--- src/rtl/sadc_pkg.sv ---
package sadc_pkg;
  typedef enum logic [2:0] {
    ST_IDLE, ST_SETUP, ST_CMD, ST_EXT_WAIT, ST_INT_LOW, ST_INT_HIGH, ST_RX, ST_TAIL
  } sadc_state_e;

  // Control byte: start, channel[2:0], unipolar, single-ended, power[1:0]
  function automatic logic [7:0] sadc_ctrl_byte(input logic [2:0] chan,
                                                input logic bipolar,
                                                input logic diff,
                                                input logic [1:0] pwr);
    logic [2:0] sel;
    sel = diff ? {chan[2:1], 1'b0} : chan;
    return {1'b1, sel, ~bipolar, ~diff, pwr};
  endfunction
endpackage

--- src/rtl/sadc_sclk_gen.sv ---
module sadc_sclk_gen #(
  parameter int DIV_HALF = 2
) (
  input  logic clk,
  input  logic rst,
  input  logic en,
  output logic sclk_o,
  output logic rise_o,
  output logic fall_o
);
  localparam int CW = (DIV_HALF > 1) ? $clog2(DIV_HALF) : 1;
  logic [CW-1:0] cnt;
  logic          wrap;

  assign wrap   = en && (cnt == CW'(DIV_HALF - 1));
  assign rise_o = wrap && !sclk_o;
  assign fall_o = wrap && sclk_o;

  always_ff @(posedge clk) begin
    if (rst || !en) begin
      cnt    <= '0;
      sclk_o <= 1'b0;
    end else if (wrap) begin
      cnt    <= '0;
      sclk_o <= ~sclk_o;
    end else begin
      cnt    <= cnt + 1'b1;
    end
  end
endmodule

--- src/rtl/sadc_tx_shift.sv ---
module sadc_tx_shift #(
  parameter int W = 8
) (
  input  logic         clk,
  input  logic         rst,
  input  logic         load,
  input  logic         shift,
  input  logic [W-1:0] data_i,
  output logic         bit_o
);
  logic [W-1:0] sr;

  always_ff @(posedge clk) begin
    if (rst)        sr <= '0;
    else if (load)  sr <= data_i;
    else if (shift) sr <= {sr[W-2:0], 1'b0};
  end

  assign bit_o = sr[W-1];
endmodule

--- src/rtl/sadc_rx_shift.sv ---
module sadc_rx_shift #(
  parameter int W = 12
) (
  input  logic         clk,
  input  logic         rst,
  input  logic         shift,
  input  logic         bit_i,
  output logic [W-1:0] word_o
);
  always_ff @(posedge clk) begin
    if (rst)        word_o <= '0;
    else if (shift) word_o <= {word_o[W-2:0], bit_i};
  end
endmodule

--- src/rtl/sar_adc_host.sv ---
module sar_adc_host
  import sadc_pkg::*;
#(
  parameter int DIV_HALF = 2,
  parameter int RES_W    = 12,
  parameter int CMD_W    = 8
) (
  input  logic             clk,
  input  logic             rst,
  input  logic             start_i,
  input  logic [2:0]       chan_i,
  input  logic             diff_i,
  input  logic             bipolar_i,
  input  logic [1:0]       pwr_i,
  input  logic             intclk_i,
  output logic             busy_o,
  output logic             done_o,
  output logic [RES_W-1:0] result_o,
  output logic             cs_n_o,
  output logic             sclk_o,
  output logic             din_o,
  input  logic             dout_i,
  input  logic             strobe_i
);
  localparam int MAXB = (RES_W > CMD_W) ? RES_W : CMD_W;
  localparam int BCW  = $clog2(MAXB + 1);

  sadc_state_e      state;
  logic [BCW-1:0]   bit_cnt;
  logic             int_mode;
  logic             sclk_en, rise, fall;
  logic             tx_load, tx_shift, rx_shift;
  logic [RES_W-1:0] rx_word;

  assign sclk_en  = (state == ST_CMD) || (state == ST_EXT_WAIT) ||
                    (state == ST_RX)  || (state == ST_TAIL);
  assign tx_load  = (state == ST_IDLE) && start_i;
  assign tx_shift = (state == ST_CMD) && fall;
  assign rx_shift = (state == ST_RX) && rise;
  assign busy_o   = (state != ST_IDLE);

  sadc_sclk_gen #(.DIV_HALF(DIV_HALF)) u_sclk (
    .clk(clk), .rst(rst), .en(sclk_en),
    .sclk_o(sclk_o), .rise_o(rise), .fall_o(fall)
  );

  sadc_tx_shift #(.W(CMD_W)) u_tx (
    .clk(clk), .rst(rst), .load(tx_load), .shift(tx_shift),
    .data_i(CMD_W'(sadc_ctrl_byte(chan_i, bipolar_i, diff_i, pwr_i))),
    .bit_o(din_o)
  );

  sadc_rx_shift #(.W(RES_W)) u_rx (
    .clk(clk), .rst(rst), .shift(rx_shift), .bit_i(dout_i), .word_o(rx_word)
  );

  always_ff @(posedge clk) begin
    if (rst) begin
      state    <= ST_IDLE;
      cs_n_o   <= 1'b1;
      bit_cnt  <= '0;
      int_mode <= 1'b0;
      done_o   <= 1'b0;
      result_o <= '0;
    end else begin
      done_o <= 1'b0;
      case (state)
        ST_IDLE: if (start_i) begin
          state    <= ST_SETUP;
          cs_n_o   <= 1'b0;
          bit_cnt  <= '0;
          int_mode <= intclk_i;
        end
        ST_SETUP: state <= ST_CMD;
        ST_CMD: if (fall) begin
          if (bit_cnt == BCW'(CMD_W - 1)) begin
            bit_cnt <= '0;
            state   <= int_mode ? ST_INT_LOW : ST_EXT_WAIT;
          end else begin
            bit_cnt <= bit_cnt + 1'b1;
          end
        end
        ST_EXT_WAIT: if (rise && strobe_i) state <= ST_RX;
        ST_INT_LOW:  if (!strobe_i) state <= ST_INT_HIGH;
        ST_INT_HIGH: if (strobe_i)  state <= ST_RX;
        ST_RX: if (rise) begin
          if (bit_cnt == BCW'(RES_W - 1)) begin
            bit_cnt <= '0;
            state   <= ST_TAIL;
          end else begin
            bit_cnt <= bit_cnt + 1'b1;
          end
        end
        ST_TAIL: if (fall) begin
          result_o <= rx_word;
          done_o   <= 1'b1;
          cs_n_o   <= 1'b1;
          state    <= ST_IDLE;
        end
        default: state <= ST_IDLE;
      endcase
    end
  end
endmodule

--- config.mk ---
export PLATFORM = sky130hd
export DESIGN_NAME = sar_adc_host
export DESIGN_NICKNAME = d
export VERILOG_FILES = /design/src/rtl/sadc_pkg.sv /design/src/rtl/sadc_sclk_gen.sv /design/src/rtl/sadc_tx_shift.sv /design/src/rtl/sadc_rx_shift.sv /design/src/rtl/sar_adc_host.sv
export SDC_FILE = /design/constraint.sdc
export NUM_CORES = 1
export LEC_CHECK = 0
export BUFFER_PORTS_ARGS = -buffer_cell sky130_fd_sc_hd__buf_2
export CAP_MARGIN = 20
export CORE_ASPECT_RATIO = 2
export CORE_UTILIZATION = 59
export CTS_BUF_LIST = sky130_fd_sc_hd__clkbuf_8 sky130_fd_sc_hd__clkbuf_16
export DETAILED_ROUTE_END_ITERATION = 12
export PLACE_DENSITY = 0.91
export SLEW_MARGIN = 0
export SYNTH_ARGS = -nofsm -noshare
export SYNTH_HDL_FRONTEND = slang
export SYNTH_SLANG_ARGS = --single-unit
--- constraint.sdc ---
create_clock -name clk -period 5.2 [get_ports clk]
set_input_delay 0.78 -clock clk [delete_from_list [all_inputs] [get_ports clk]]
set_output_delay 0.78 -clock clk [all_outputs]
set_load 0.01 [all_outputs]
==> run summary <==
===============================================================================================
Final setup violation count                                                                   0
Number of fillers in the final layout                                                       244
Worst setup slack after layout                                                         3.059 ns
CP cell instances                                                                  nor2b_1 > nand4b_1 > mux2i_1 > nor2_1
Internal power component                                                            0.0006010 W
Clock skew after layout                                                             0.006228 ns
Synthesized netlist cell count                                                              204
Most frequent cells in the layout                                                  dfxtp_1, nand2_1, buf_2, nor2_1, mux2i_1
Violation count after the first detailed-routing iteration                                   42
Synth unique cells                                                                           40
Dpl hpwl                                                                                2392 um
GR met1 Demand/Resource                                                                  26.22%
Average wire per standard cell                                                         13.69 um
Wire length of the first global-routing pass                                            6037 um
Synth Register Bits                                                                          44
Number of sinks handled by clock tree synthesis                                              44
Minimum setup slack after placement                                                    3.036 ns
Net switching share of the total power                                                   30.12%
Number of inserted diodes                                                                     0
Area of the die                                                                    0.003387 sq mm
Total of hold buffers inserted after clock tree synthesis                                     0
Critical Path End Type                                                                     flop
Setup TNS after final layout                                                               0 ns
Maximum level of the CTS H-tree                                                               2
TritonCTS clock tree                                                                       done
Areal power density over the cells                                                 411.1 mW/mm^2
Synthesized netlist net count                                                               218
Final GP Congestion                                                                      0.7708
Horiz. Die Dim                                                                         41.66 um
Number of iterations in the first detailed-routing pass                                       4
Number of antenna violations at the first check in global routing                             0
Clock Path Buffers                                                                            2
Required arrival time at the worst endpoint                                             5.36 ns
Area delta synth->final                                                                  12.74%
Slew at the pin closest to its max-slew limit                                          1.099 ns
Worst hold path type                                                                    reg2reg
Mapped Area                                                                        0.001856 sq mm
Instance area after placement                                                      0.001977 sq mm
Top achievable clock speed                                                            467.1 MHz
Maximum ir drop on the vdd rail                                                     0.0003436 V
Final Core Density                                                                       70.25%
Via count of the first global-routing pass                                                 1364
WHS                                                                                   0.4570 ns
Clock network fraction of design power                                                    30.4%
Leading cell type in the layout, fill and taps excluded                                 dfxtp_1
Global routing met2 resource utilization                                                 39.69%
Slowest cell on the critical path                                                      nand4b_1
Share of flip-flops with an asynchronous set or reset after synthesis                        0%
Number of synthesized flops with an enable pin                                                0
Initial core utilization                                                                 62.31%
Skew-Pair Late Insertion Delay                                                          0.30 ns
Number of gates given a new drive strength after cts                                          0
Number of buffers inserted by port buffering                                                 29
Maximum number of pins on one net before global-route repair                                 44
Final design area excluding fillers                                                0.002092 sq mm
Critical path data arrival time                                                         2.30 ns
Unrepaired setup endpoints after global routing                                              no
Root Driver                                                                            clkbuf_8
Row cnt                                                                                      28
Share of the yosys chip area belonging to registers                                      47.47%
GRT Residual Overflow                                                                         0
Top flip-flop cell by instance count after synthesis                                    dfxtp_1
Global routing usage summed across all routing layers                                    23.24%
Final Max Tran Viols                                                                          0
Reg power frac                                                                            47.7%
Total number of yosys warnings                                                                0
Fraction of met3 tracks used by global routing                                           6.000%
Max transition margin                                                                    26.47%
DRC violations left                                                                           0
Fraction of layout cells with a size suffix above 1                                      17.98%
Top-level port count                                                                         30
Hold violation total from the final report                                                    0
Element type at the critical path start                                                    flop
Delay of the slowest cell on the worst path                                             0.68 ns
Crit Path Class                                                                         reg2reg
Number of buffers created by CTS                                                              5
Clock input transition at the sequential cells of the worst setup and hold paths        0.09 ns
Net switching power figure                                                          0.0002591 W
Worst-path maximum fanout                                                                    13
Count of max-cap constraint violations                                                        0
Status                                                                             complete, no violations
Grt peak-use layer                                                                         met2
Total setup buffers inserted after CTS                                                        0
Routed via count divided by cell count                                                    5.864
Number of routed nets with antenna violations                                                 0
Leakage power                                                                         0.9117 nW
Syn Area/Cell                                                                       9.096 sq um
Nets                                                                                        241
Die height                                                                             81.31 um
Logic pwr share                                                                           22.0%
Min Tclk post-route                                                                    2.141 ns
Total routed wirelength                                                                 3531 um
Area of the core                                                                   0.002978 sq mm
Vias                                                                                       1513
Crit share post-route                                                                    41.17%
===============================================================================================
## metrics by stage
| stage | total power, W | std cells |
|---|---|---|
| 3_3_place_gp | 0.0005988 | 250 |
| 2_1_floorplan | 0.0005693 | 204 |
| 6_report | 0.0008601 | 258 |
| 4_1_cts | 0.0008674 | 258 |
| 3_5_place_dp | 0.0006057 | 250 |
| 5_1_grt | 0.0009136 | 258 |
## area by class of cell
type                    instances  area [sq um]  area share (%)
multi-input cells             144         902.1           43.12
flip-flops and latches         44         880.8           42.11
repair buffers                 29         145.1           6.938
clock buffers                   5         68.82           3.289
clock inverters                 3         46.29           2.213
well taps                      30         37.54           1.794
inverters                       3         11.26          0.5383
## sequential cells by signal, indices dropped and copies added (netlist names)
name           cells
bit_cnt            4
cs_n_o             1
done_o             1
int_mode           1
result_o          12
state              3
u_rx.word_o       12
u_sclk.cnt         1
u_sclk.sclk_o      1
u_tx.sr            8
## worst paths after layout
path / startpoint / endpoint / slack [ns] / depth (start not counted)
max: state[1] / u_rx.word_o[5] / 3.06 / 4
max reg2reg: state[1] / u_rx.word_o[5] / 3.06 / 4
min: result_o[6] / result_o[6] / 0.46 / 2
min reg2reg: result_o[6] / result_o[6] / 0.46 / 2
## metal layers
layer / wire [um] / part of all wire, % / up-vias
li1: - / - / 748
met2: 1853 / 52 / 45
met5: 0 / 0 / -
met1: 1410 / 40 / 710
met4: 108 / 3.1 / 0
met3: 157 / 4.4 / 10
## power by group through the flow
stage / combinational, W / clock [W] / sequential, W
after global placement: 0.000183 / 0 / 0.000415
after detailed placement: 0.000189 / 0 / 0.000417
after global routing: 0.000215 / 0.000284 / 0.000415
after floorplan: 0.000176 / 0 / 0.000394
after CTS: 0.000191 / 0.000267 / 0.000409
final: 0.000189 / 0.000261 / 0.000410
## synthesized netlist by cell type, types with 2 or more instances
cell	count	area, sq um
dfxtp_1	44	880.8
nand4b_1	2	17.52
nand3_1	4	20.02
a21oi_1	19	95.09
or3_1	2	12.51
nand2_1	30	112.6
clkbuf_1	8	30.03
mux2i_1	21	210.2
nor2_1	28	105.1
a211oi_1	6	45.04
buf_2	4	20.02
nor2b_1	3	18.77
inv_1	3	11.26
nand2b_1	4	25.02
## logic make-up after synthesis
group                    share of synthesized area [%]
AO/OA/AOI/OAI                                    12.21
buffers and inverters                            3.911
AND/OR/NAND/NOR                                  22.86
flip-flops                                       47.47
multiplexers                                     11.94
XOR/XNOR                                        0.9442
adder cells (fa/ha/maj)                         0.6742
## worst max-delay path, delay by kind of cell (launching register included)
| family | cells | cell delay (ns) |
|---|---|---|
| AND/OR/NAND/NOR | 3 | 1.06 |
| flip-flops | 1 | 0.55 |
| multiplexers | 1 | 0.39 |
Note: power is estimated with default switching activity, not from simulation.
